$ cat src/rtl/mrb_pkg.sv
package mrb_pkg;

    typedef enum logic [1:0] {
        ST_IDLE = 2'd0,
        ST_HDR  = 2'd1,
        ST_CHAN = 2'd2,
        ST_DONE = 2'd3
    } rb_state_t;

    localparam logic [3:0] HDR_ONES  = 4'hF;
    localparam logic [7:0] FILL_BYTE = 8'hFF;

endpackage

$ cat src/rtl/mrb_thr_store.sv
module mrb_thr_store #(
    parameter int NCH = 4,
    parameter int TW  = 12,
    localparam int CW = $clog2(NCH)
) (
    input  logic              clk,
    input  logic              rst_n,
    input  logic              ld_en,
    input  logic [CW-1:0]     ld_ch,
    input  logic [TW-1:0]     ld_lo,
    input  logic [TW-1:0]     ld_hi,
    output logic [NCH*TW-1:0] lo_flat,
    output logic [NCH*TW-1:0] hi_flat
);

    for (genvar g = 0; g < NCH; g++) begin : g_chan
        logic [TW-1:0] lo_q;
        logic [TW-1:0] hi_q;

        always_ff @(posedge clk) begin
            if (!rst_n) begin
                lo_q <= '0;
                hi_q <= '0;
            end else if (ld_en && (ld_ch == CW'(g))) begin
                lo_q <= ld_lo;
                hi_q <= ld_hi;
            end
        end

        assign lo_flat[g*TW +: TW] = lo_q;
        assign hi_flat[g*TW +: TW] = hi_q;

        // a load aimed at this channel lands at the next edge
        assert_thr_load_R12: assert property (@(posedge clk) disable iff (!rst_n)
            (ld_en && ld_ch == CW'(g)) |=> (lo_q == $past(ld_lo) && hi_q == $past(ld_hi)));
    end

endmodule

$ cat src/rtl/mrb_chan_plan.sv
module mrb_chan_plan #(
    parameter int NCH = 4,
    localparam int CW = $clog2(NCH)
) (
    input  logic           diff,
    input  logic [CW-1:0]  scan,
    input  logic [CW-1:0]  cur_ch,
    output logic [NCH-1:0] incl,
    output logic           has_next,
    output logic [CW-1:0]  next_ch
);

    // Channel i is kept when it lies within the scan limit and is not the
    // odd partner of a differential pair.
    for (genvar g = 0; g < NCH; g++) begin : g_incl
        if (g == 0) begin : g_first
            assign incl[g] = 1'b1;
        end else if (g % 2 == 1) begin : g_odd
            assign incl[g] = !diff && (int'(scan) >= g);
        end else begin : g_even
            assign incl[g] = (int'(scan) >= g);
        end
    end

    always_comb begin
        has_next = 1'b0;
        next_ch  = '0;
        for (int i = NCH - 1; i >= 0; i--) begin
            if (incl[i] && (i > int'(cur_ch))) begin
                has_next = 1'b1;
                next_ch  = CW'(i);
            end
        end
    end

    // channel 0 is never dropped
    assert_ch0_kept_R4: assert final (incl[0]);

endmodule

$ cat src/rtl/mrb_seq.sv
module mrb_seq
    import mrb_pkg::*;
#(
    parameter int NCH = 4,
    parameter int TW  = 12,
    localparam int CW    = $clog2(NCH),
    localparam int GW    = 2 * TW,
    localparam int NBYTE = GW / 8,
    localparam int IW    = (NBYTE > 1) ? $clog2(NBYTE) : 1
) (
    input  logic           clk,
    input  logic           rst_n,
    input  logic           start,
    input  logic           next,
    input  logic           stop,
    input  logic [NCH-1:0] incl,
    input  logic           has_next,
    input  logic [CW-1:0]  next_ch,
    input  logic [7:0]     hdr,
    input  logic [GW-1:0]  grp,
    output logic [CW-1:0]  cur_ch,
    output logic [7:0]     byte_o,
    output logic           valid_o,
    output logic           done_o
);

    rb_state_t     st_q, st_d;
    logic [CW-1:0] ch_q, ch_d;
    logic [IW-1:0] ix_q, ix_d;

    // state register
    always_ff @(posedge clk) begin
        if (!rst_n) begin
            st_q <= ST_IDLE;
            ch_q <= '0;
            ix_q <= '0;
        end else begin
            st_q <= st_d;
            ch_q <= ch_d;
            ix_q <= ix_d;
        end
    end

    // transitions
    always_comb begin
        st_d = st_q;
        ch_d = ch_q;
        ix_d = ix_q;
        if (stop) begin
            st_d = ST_IDLE;
            ch_d = '0;
            ix_d = '0;
        end else if (start) begin
            st_d = ST_HDR;
            ch_d = '0;
            ix_d = '0;
        end else if (next) begin
            unique case (st_q)
                ST_IDLE: st_d = ST_IDLE;
                ST_HDR: begin
                    st_d = ST_CHAN;
                    ch_d = '0;
                    ix_d = '0;
                end
                ST_CHAN: begin
                    if (ix_q != IW'(NBYTE - 1)) begin
                        ix_d = ix_q + 1'b1;
                    end else if (has_next) begin
                        ch_d = next_ch;
                        ix_d = '0;
                    end else begin
                        st_d = ST_DONE;
                    end
                end
                ST_DONE: st_d = ST_DONE;
                default: st_d = ST_IDLE;
            endcase
        end
    end

    // outputs
    always_comb begin
        byte_o  = 8'h00;
        valid_o = 1'b0;
        done_o  = 1'b0;
        unique case (st_q)
            ST_IDLE: ;
            ST_HDR: begin
                valid_o = 1'b1;
                byte_o  = hdr;
            end
            ST_CHAN: begin
                valid_o = 1'b1;
                for (int b = 0; b < NBYTE; b++) begin
                    if (ix_q == IW'(b)) byte_o = grp[(NBYTE-1-b)*8 +: 8];
                end
            end
            ST_DONE: begin
                valid_o = 1'b1;
                done_o  = 1'b1;
                byte_o  = FILL_BYTE;
            end
            default: ;
        endcase
    end

    assign cur_ch = ch_q;

    // the sequencer only ever sits on a channel the plan includes
    assert_chan_included_R5: assert property (@(posedge clk) disable iff (!rst_n)
        (st_q == ST_CHAN) |-> incl[ch_q]);

    // within a group a request keeps the channel and steps the byte
    assert_byte_step_R3: assert property (@(posedge clk) disable iff (!rst_n)
        (st_q == ST_CHAN && next && !stop && !start && ix_q != IW'(NBYTE - 1))
        |=> (st_q == ST_CHAN && ch_q == $past(ch_q) && ix_q == $past(ix_q) + 1'b1));

    // the byte index never passes the group length
    assert_index_range_R3: assert property (@(posedge clk) disable iff (!rst_n)
        (st_q == ST_CHAN) |-> (int'(ix_q) < NBYTE));

    // a request while idle leaves the sequencer idle
    assert_idle_next_R11: assert property (@(posedge clk) disable iff (!rst_n)
        (st_q == ST_IDLE && !start) |=> (st_q == ST_IDLE));

endmodule

$ cat src/rtl/mon_readback_ser.sv
module mon_readback_ser
    import mrb_pkg::*;
#(
    parameter int NCH = 4,
    parameter int TW  = 12,
    parameter int DW  = 3,
    localparam int CW = $clog2(NCH),
    localparam int GW = 2 * TW
) (
    input  logic          clk,
    input  logic          rst_n,
    input  logic          cfg_ld,
    input  logic [DW-1:0] cfg_dly,
    input  logic          cfg_ie,
    input  logic          cfg_diff,
    input  logic [CW-1:0] cfg_scan,
    input  logic          thr_ld,
    input  logic [CW-1:0] thr_ch,
    input  logic [TW-1:0] thr_lo,
    input  logic [TW-1:0] thr_hi,
    input  logic          rd_start,
    input  logic          rd_next,
    input  logic          rd_stop,
    output logic [7:0]    rd_byte,
    output logic          rd_valid,
    output logic          rd_done
);

    logic [DW-1:0]     dly_q;
    logic              ie_q;
    logic              diff_q;
    logic [CW-1:0]     scan_q;
    logic [NCH*TW-1:0] lo_flat;
    logic [NCH*TW-1:0] hi_flat;
    logic [NCH-1:0]    incl;
    logic              has_next;
    logic [CW-1:0]     next_ch;
    logic [CW-1:0]     cur_ch;
    logic [7:0]        hdr;
    logic [GW-1:0]     grp;

    always_ff @(posedge clk) begin
        if (!rst_n) begin
            dly_q  <= '0;
            ie_q   <= 1'b0;
            diff_q <= 1'b0;
            scan_q <= '0;
        end else if (cfg_ld) begin
            dly_q  <= cfg_dly;
            ie_q   <= cfg_ie;
            diff_q <= cfg_diff;
            scan_q <= cfg_scan;
        end
    end

    assign hdr = {HDR_ONES, dly_q, ie_q};
    assign grp = {lo_flat[cur_ch*TW +: TW], hi_flat[cur_ch*TW +: TW]};

    mrb_thr_store #(.NCH(NCH), .TW(TW)) u_store (
        .clk     (clk),
        .rst_n   (rst_n),
        .ld_en   (thr_ld),
        .ld_ch   (thr_ch),
        .ld_lo   (thr_lo),
        .ld_hi   (thr_hi),
        .lo_flat (lo_flat),
        .hi_flat (hi_flat)
    );

    mrb_chan_plan #(.NCH(NCH)) u_plan (
        .diff     (diff_q),
        .scan     (scan_q),
        .cur_ch   (cur_ch),
        .incl     (incl),
        .has_next (has_next),
        .next_ch  (next_ch)
    );

    mrb_seq #(.NCH(NCH), .TW(TW)) u_seq (
        .clk      (clk),
        .rst_n    (rst_n),
        .start    (rd_start),
        .next     (rd_next),
        .stop     (rd_stop),
        .incl     (incl),
        .has_next (has_next),
        .next_ch  (next_ch),
        .hdr      (hdr),
        .grp      (grp),
        .cur_ch   (cur_ch),
        .byte_o   (rd_byte),
        .valid_o  (rd_valid),
        .done_o   (rd_done)
    );

    // a start request presents the header with its top nibble all ones
    assert_header_R2: assert property (@(posedge clk) disable iff (!rst_n)
        (rd_start && !rd_stop) |=> (rd_valid && !rd_done && rd_byte[7:4] == 4'hF));

    // a stop request leaves the outputs idle
    assert_stop_idle_R9: assert property (@(posedge clk) disable iff (!rst_n)
        rd_stop |=> (!rd_valid && !rd_done && rd_byte == 8'h00));

    // the done flag comes with the filler byte
    assert_done_fill_R8: assert property (@(posedge clk) disable iff (!rst_n)
        rd_done |-> (rd_valid && rd_byte == 8'hFF));

    // once done, further requests keep it done
    assert_done_sticky_R8: assert property (@(posedge clk) disable iff (!rst_n)
        (rd_done && !rd_stop && !rd_start) |=> rd_done);

    // a start while active goes back to the header
    assert_restart_R10: assert property (@(posedge clk) disable iff (!rst_n)
        (rd_valid && rd_start && !rd_stop) |=> (rd_byte == {4'hF, $past(dly_q), $past(ie_q)}
                                                || $past(cfg_ld)));

endmodule

$ cat config.mk
export PLATFORM = sky130hd
export DESIGN_NAME = mon_readback_ser
export DESIGN_NICKNAME = d
export VERILOG_FILES = /design/src/rtl/mrb_pkg.sv /design/src/rtl/mrb_thr_store.sv /design/src/rtl/mrb_chan_plan.sv /design/src/rtl/mrb_seq.sv /design/src/rtl/mon_readback_ser.sv
export SDC_FILE = /design/constraint.sdc
export NUM_CORES = 1
export LEC_CHECK = 0
export CORE_ASPECT_RATIO = 0.7
export CORE_UTILIZATION = 35
export DETAILED_ROUTE_END_ITERATION = 10
export PLACE_DENSITY_LB_ADDON = 0.12
export SYNTH_ARGS = -nofsm -noshare
export SYNTH_HDL_FRONTEND = slang
export SYNTH_SLANG_ARGS = --single-unit
$ cat constraint.sdc
create_clock -name clk -period 2 [get_ports clk]
set_clock_uncertainty 0.2 [all_clocks]
set_input_delay 0.4 -clock clk [delete_from_list [all_inputs] [get_ports clk]]
set_output_delay 0.4 -clock clk [all_outputs]
set_load 0.02 [all_outputs]
==> key figures, run 1 <==
Run status
  – Status: finished with violations
  – Failing checks: setup timing

Pwr
  – Pleak: 0.00221 µW
  – Peak VDD IR: 362 µV
  – Pwr/cell area: 712 nW/µm²

Setup path
  – Worst Path Max Fanout: 8
  – Critical path startpoint category: register
  – R2r worst-path depth: 7
  – FF-to-FF setup slack: 0.10 ns
  – Reg2reg end: u_seq.cur_ch[0]$_SDFFE_PP0P_
  – WS Path Type: register to output pin
  – Max incr delay on CP: 0.49 ns
  – Critical Path Source: u_seq.cur_ch[0]$_SDFFE_PP0P_
  – CP max stage cell: mux4_2
  – Reg2Reg Launch Point: u_seq.st_q[0]$_SDFFE_PP0P_
  – Worst EP required: 1.40 ns
  – CP endpoint: rd_byte[7]
  – Worst Setup End Kind: output pin
  – Critical path data arrival time: 1.98 ns
  – Crit path cell chain: buf_6, mux4_2, mux2i_1, o211ai_1, buf_4

Floorplan
  – Die Wd: 144 µm
  – Initial core utilization: 36.6%
  – Die Y: 101 µm
  – Rows: 35
  – CORE AREA: 13,400 µm²
  – Die Area: 14,500 µm²
  – # IOs: 50

Cells and area
  – Post-layout util: 47.6%
  – Synth-to-Final Area Change: 30.2%
  – Nets: 705
  – # diodes: 0
  – Share of layout cells above drive strength 1: 18.6%

GRT
  – Largest net degree at the start of global routing: 56
  – Gr ovfl total: 0
  – First-pass GRT wire length: 23,400 µm
  – Initial antenna violation count: 0
  – GRT Overall Usage: 21.6%
  – Vias in the first global route: 4,216

Synth
  – Ys flop type: dfxtp_1
  – Asr flop ratio synth: 0%
  – Synth top area share: 44.4%
  – Largest area contributor in the netlist: dfxtp_1
  – EDFF count, synth: 0
  – Syn_area_per_cell: 8.29 µm²
  – Sequential fraction of the synthesis area: 44.4%
  – Top-count cell post-synth: nand2_1
  – Post-synth top cells: nand2_1, dfxtp_1, a21oi_1
  – Flops & latches, synth: 109
  – Yosys cell types: 42
  – Cells after Synth: 593
  – Synth area leaders: dfxtp_1, nand2_1, a21oi_1
  – Mapped Area: 4910 µm²
  – Mapped Nets: 637
  – Ys Warns: 0

Place
  – # port buffers: 49
  – Gp weighted congestion: 0.830
  – HPWL after detailed placement: 9950 µm

STA
  – Final setup violation count: 8
  – TNS Setup: -4.12 ns
  – Fmax: 0.388 GHz
  – Least-Margin Pin Slew: 0.395 ns
  – Fin. max-slew vios: 0
  – Setup ws final: -0.580 ns
  – Max-slew headroom at the worst pin: 73.6%
  – Period utilization: 129%
  – Final Hold Violating Endpoints: 0
  – RSZ-0062 raised after global routing: true
  – Minimum clock period: 2.58 ns

Detailed routing
  – First-pass detailed-route iteration total: 4
  – Routed WL per cell: 17.4 µm
  – DRT antenna net count: 0
  – Total number of vias: 4,393
  – WL final: 14,800 µm
  – Via density: 5.17
  – Residual DRC: 0
  – Initial DRC Count: 308

CTS
  – CTS Buf Count: 9
  – CTS tree: yes
  – H-tree depth: 3
  – Skew-Pair Late Insertion Delay: 0.35 ns
  – Post-CTS Hold Fix Bufs: 0
  – Clock Path Buffers: 2
  – # clock sinks: 109
  – Worst-path clk slew: 0.07 ns
  – Clk root buf: clkbuf_16

Job
  – Max cap viols: 0

Hold path
  – Worst Hold Class: register to register
area by class of cell:
| class | instances | area [µm²] |
|---|---|---|
| sequential | 109 | 2190 |
| inverter | 4 | 15.0 |
| clock inverter | 3 | 46.3 |
| clock buffer | 12 | 246 |
| timing repair buffer | 101 | 1060 |
| tap | 185 | 231 |
| multi-input combinational | 436 | 2610 |
| fill | 1290 | 7040 |
placed cells by master (no fill, tap or decap), types with 3 or more instances in the layout:
cell,count
nand2b_1,4
a31oi_2,3
nor2_1,15
a21o_1,3
nand2_1,203
buf_12,12
mux4_2,14
mux2i_1,24
nor2b_1,5
o211ai_1,3
clkdlybuf4s50_1,39
dfxtp_2,4
dfxtp_1,103
clkbuf_16,9
buf_6,8
nand3_1,9
nand4_1,3
a21oi_1,102
buf_4,39
o22ai_2,3
nand3b_1,3
state kept, by name (all words and copies together), names as in the netlist:
signal               cells
u_store.g_chan.hi_q     48
u_store.g_chan.lo_q     48
dly_q                    3
scan_q                   2
u_seq.cur_ch             2
u_seq.ix_q               2
u_seq.st_q               2
diff_q                   1
ie_q                     1
repair_timing:
| item | 4_1_cts | 5_1_grt |
|---|---|---|
| hold endpoints to repair | 0 | 0 |
| pin swaps | 10 | 4 |
| gates cloned | 1 | 0 |
| endpoints found under the setup margin | 11 | 10 |
| setup buffers | 1 | 2 |
| resized for setup | 78 | 14 |
where the power goes:
group	switching (µW)	internal, µW	total (µW)
combinational	259	224	483
clock	794	1000	1800
sequential	39.9	2240	2280
total	1090	3470	4560
per-stage QoR:
step	worst slack [ns]	hold slack, ns	cell area (µm²)	instances	total power, µW
after floorplan	-0.0378	0.232	4920	593	2550
after global placement	-0.655	0.239	5910	831	2800
after detailed placement	-0.665	0.244	5910	831	2810
after CTS	-0.545	0.254	6320	848	4590
after global routing	-0.615	0.271	6400	850	4740
final	-0.580	0.253	6400	850	4560
worst min-delay path by stage:
| stage | endpoint | cells after the start | from |
|---|---|---|---|
| floorplan | u_store.g_chan[1].hi_q[4]$_SDFFE_PN0P_ | 2 | u_store.g_chan[1].hi_q[4]$_SDFFE_PN0P_ |
| detailed placement | u_store.g_chan[2].hi_q[3]$_SDFFE_PN0P_ | 2 | u_store.g_chan[2].hi_q[3]$_SDFFE_PN0P_ |
| finish | u_store.g_chan[2].hi_q[3]$_SDFFE_PN0P_ | 2 | u_store.g_chan[2].hi_q[3]$_SDFFE_PN0P_ |
| global placement | u_store.g_chan[2].hi_q[4]$_SDFFE_PN0P_ | 2 | u_store.g_chan[2].hi_q[4]$_SDFFE_PN0P_ |
| CTS | u_store.g_chan[2].hi_q[9]$_SDFFE_PN0P_ | 2 | u_store.g_chan[2].hi_q[9]$_SDFFE_PN0P_ |
| global route | u_store.g_chan[1].lo_q[3]$_SDFFE_PN0P_ | 2 | u_store.g_chan[1].lo_q[3]$_SDFFE_PN0P_ |
cells by family (layout without fill, tap and decap cells):
family / after synthesis / after routing / share of synthesized area [%]
AOI/OAI and AO/OA: 129 / 129 / 14.6
adders and majority gates: 4 / 4 / 1.02
buffers and inverters: 48 / 120 / 4.74
DFF: 109 / 109 / 44.4
muxes: 42 / 42 / 12.9
and+or+nand+nor: 261 / 261 / 22.3
worst max-delay path: cells and delay by family (launching register included):
family | cells | cell delay (ns)
muxes | 2 | 0.71
DFF | 1 | 0.44
buffers and inverters | 2 | 0.35
AOI/OAI and AO/OA | 1 | 0.13
routing by layer:
metal  track usage [%]  wire (µm)  up-vias
met2              34.8       6710       98
met1              30.5       7290     2140
met5                 0          0        -
li1                  -          -     2143
met3              3.69        686       12
met4              4.42        100        0
No activity file was read; power rests on OpenSTA's default activity.
==> run 2: changes to the inputs <==
==> constraint.sdc (replaced) <==
create_clock -name clk -period 2 [get_ports clk]
set_clock_uncertainty 0.2 [all_clocks]
set_input_delay 0.3 -clock clk [delete_from_list [all_inputs] [get_ports clk]]
set_output_delay 0.3 -clock clk [all_outputs]
set_load 0.02 [all_outputs]
==> run 2 against run 1 <==
  * The flow still finishes with violations (setup timing)
  * Flip-flop and latch count unchanged
  * Core utilization decreased by 1.0 points
  * Largest cell class unchanged
  * Highest routed layer unchanged
  * Critical endpoint is now rd_byte[1]
  * Combinational power decreased by 3%
  * Largest power group unchanged
  * Power decreased by 3.3%
  * Routed wire length decreased by 1.7%
  * Register-to-register slack improved by 0.03 ns
  * Die area unchanged
  * Global-route usage decreased by 0.45 points
==> key figures, run 2 (synthesis gave the netlist of run 1 again) <==
CTS
  – Skew-Pair Late Insertion Delay: 0.34 ns (about the same)
  – H-tree depth: 3 (unchanged)
  – CTS Buf Count: 9 (unchanged)
  – Clk root buf: clkbuf_16
  – Post-CTS Hold Fix Bufs: 0 (unchanged)
  – Clock Path Buffers: 2 (unchanged)
  – # clock sinks: 109 (unchanged)
  – Worst-path clk slew: 0.07 ns (about the same)
  – CTS tree: yes

Setup path
  – Most used cell, CP: buf_4
  – FF-to-FF setup slack: 0.13 ns (+0.03 ns)
  – Reg2Reg Launch Point: u_seq.st_q[0]$_SDFFE_PP0P_
  – WS Path Type: register to output pin
  – Reg2reg end: u_seq.cur_ch[0]$_SDFFE_PP0P_
  – Critical path startpoint category: register
  – CP endpoint: rd_byte[1]
  – Worst Setup End Kind: output pin
  – Critical path data arrival time: 1.96 ns (-0.02 ns)
  – CP max stage cell: mux4_2
  – Critical Path Source: u_seq.cur_ch[0]$_SDFFE_PP0P_
  – R2r worst-path depth: 6 (-1)
  – Max incr delay on CP: 0.49 ns (about the same)
  – Worst Path Max Fanout: 7 (-1)
  – Crit path cell chain: buf_12, buf_4, buf_6, mux4_2, nand2b_1, a31oi_2, buf_4
  – Worst EP required: 1.50 ns (+0.10 ns)

Floorplan
  – Die Area: 14,500 µm² (unchanged)
  – Rows: 35 (unchanged)
  – CORE AREA: 13,400 µm² (unchanged)
  – # IOs: 50 (unchanged)
  – Die Wd: 144 µm (unchanged)
  – Initial core utilization: 36.6% (unchanged)
  – Die Y: 101 µm (unchanged)

Pwr
  – Pleak: 0.00216 µW (-2.1%)
  – Cell Int Power: 3310 µW (-4.6%)
  – Switching power total: 1100 µW (+0.70%)
  – Total power draw: 4410 µW (-3.3%)
  – Combinational power share: 10.6% (about the same)
  – Proportion of power drawn by the clock network: 37.6% (-1.8 points)
  – Pwr/cell area: 703 nW/µm² (-1.3%)
  – Switching share of power: 25.0% (+1.0 points)
  – Peak VDD IR: 431 µV (+19%)
  – Sequential power share: 51.8% (+1.8 points)

Detailed routing
  – Via density: 5.13 (-0.77%)
  – Total number of vias: 4,349 (-1.0%)
  – Routed wl met3: 825 µm (+20%)
  – Met2 routed WL: 6440 µm (-4.0%)
  – Routed WL per cell: 17.1 µm (-1.4%)
  – M1 wire length: 7110 µm (-2.4%)
  – Top sig layer: met4
  – WL final: 14,500 µm (-1.7%)
  – Initial DRC Count: 298 (-3.2%)
  – Residual DRC: 0 (unchanged)
  – First-pass detailed-route iteration total: 5 (+1)
  – DRT antenna net count: 0 (unchanged)

STA
  – Setup ws final: -0.464 ns (+0.116 ns)
  – WHS: 0.254 ns (+0.00187 ns)
  – Least-Margin Pin Slew: 0.516 ns (+0.121 ns)
  – Period utilization: 123% (-5.8 points)
  – Fmax: 0.406 GHz (+4.7%)
  – Final Hold Violating Endpoints: 0 (unchanged)
  – Minimum clock period: 2.46 ns (-0.116 ns)
  – Final setup violation count: 8 (unchanged)
  – Fin. max-slew vios: 0 (unchanged)
  – Max-slew headroom at the worst pin: 65.6% (-8.0 points)
  – RSZ-0062 raised after global routing: true

GRT
  – GRT Overall Usage: 21.2% (-0.45 points)
  – Largest net degree at the start of global routing: 105 (+88%)
  – Vias in the first global route: 4,150 (-1.6%)
  – Gr ovfl total: 0 (unchanged)
  – First-pass GRT wire length: 22,900 µm (-2.2%)
  – Initial antenna violation count: 0 (unchanged)

Cells and area
  – Most common cell after layout, fill and taps aside: nand2_1
  – Share of layout cells above drive strength 1: 17.2% (-1.5 points)
  – Biggest regs: u_store.g_chan.hi_q (48), u_store.g_chan.lo_q (48), dly_q (3)
  – # diodes: 0 (unchanged)
  – Commonest non-fill, non-tap cells in the layout: nand2_1, dfxtp_1, a21oi_1
  – Synth-to-Final Area Change: 27.5%
  – Nets: 702 (-0.43%)

Place
  – HPWL after detailed placement: 9740 µm (-2.1%)
  – # port buffers: 49 (unchanged)
  – Gp weighted congestion: 0.873 (+5.3%)

Hold path
  – Worst Hold Class: register to register

Run status
  – Failing checks: setup timing
  – Status: finished with violations

Job
  – Max cap viols: 0 (unchanged)
-- run 2: repair_timing --
| item | CTS | global route |
|---|---|---|
| gates resized for setup | 67 | 10 |
| cloned | 1 | 0 |
| pin swaps | 11 | 2 |
| setup endpoints to repair | 10 | 9 |
| hold endpoints to repair | 0 | 0 |
| setup buffers | 1 | 4 |
-- run 2: worst min path at each step --
stage                                            from  cells after the start                                      to  slack, ns
2_1_floorplan                                 rd_stop                      1              u_seq.st_q[0]$_SDFFE_PP0P_       0.18
3_3_place_gp   u_store.g_chan[3].hi_q[2]$_SDFFE_PN0P_                      2  u_store.g_chan[3].hi_q[2]$_SDFFE_PN0P_       0.24
3_5_place_dp   u_store.g_chan[3].hi_q[4]$_SDFFE_PN0P_                      2  u_store.g_chan[3].hi_q[4]$_SDFFE_PN0P_       0.25
4_1_cts        u_store.g_chan[0].lo_q[5]$_SDFFE_PN0P_                      2  u_store.g_chan[0].lo_q[5]$_SDFFE_PN0P_       0.26
5_1_grt        u_store.g_chan[0].hi_q[7]$_SDFFE_PN0P_                      2  u_store.g_chan[0].hi_q[7]$_SDFFE_PN0P_       0.27
6_report       u_store.g_chan[3].hi_q[7]$_SDFFE_PN0P_                      2  u_store.g_chan[3].hi_q[7]$_SDFFE_PN0P_       0.25
-- run 2: metal layers --
metal  GRT usage, %  up-vias
met5              0        -
met4           5.07        0
met3           4.07       12
met2           33.7      122
met1           29.6     2082
li1               -     2133
-- run 2: power by group through the flow --
stage / combinational, µW / sequential (µW) / clock (µW)
3_3_place_gp: 460 / 2330 / 0
6_report: 469 / 2280 / 1660
4_1_cts: 469 / 2280 / 1700
3_5_place_dp: 467 / 2330 / 0
5_1_grt: 512 / 2290 / 1790
2_1_floorplan: 229 / 2320 / 0
-- run 2: layout make-up --
class,instances,area [µm²]
timing repair buffer,98,1020
clock buffer,11,233
inverter,4,15.0
multi-input combinational,436,2540
sequential,109,2190
fill,1351,7180
clock inverter,5,36.3
tap,185,231
-- run 2: per-stage QoR --
stage,TNS (ns),area [µm²],cells,utilization (%),setup slack [ns]
floorplan,0,4910,593,-,0.00463
global placement,-3.85,5880,826,43.7,-0.528
detailed placement,-4.06,5880,826,43.7,-0.560
CTS,-3.22,6210,844,46.2,-0.477
global route,-3.84,6270,848,46.6,-0.539
finish,-3.32,6270,848,46.6,-0.464
-- run 2: critical path: cells and delay by family (launching register included) --
| kind | cells | cell delay [ns] |
|---|---|---|
| AND/OR/NAND/NOR | 1 | 0.11 |
| buffers and inverters | 4 | 0.51 |
| AO/OA/AOI/OAI | 1 | 0.12 |
| flip-flops | 1 | 0.40 |
| multiplexers | 1 | 0.49 |
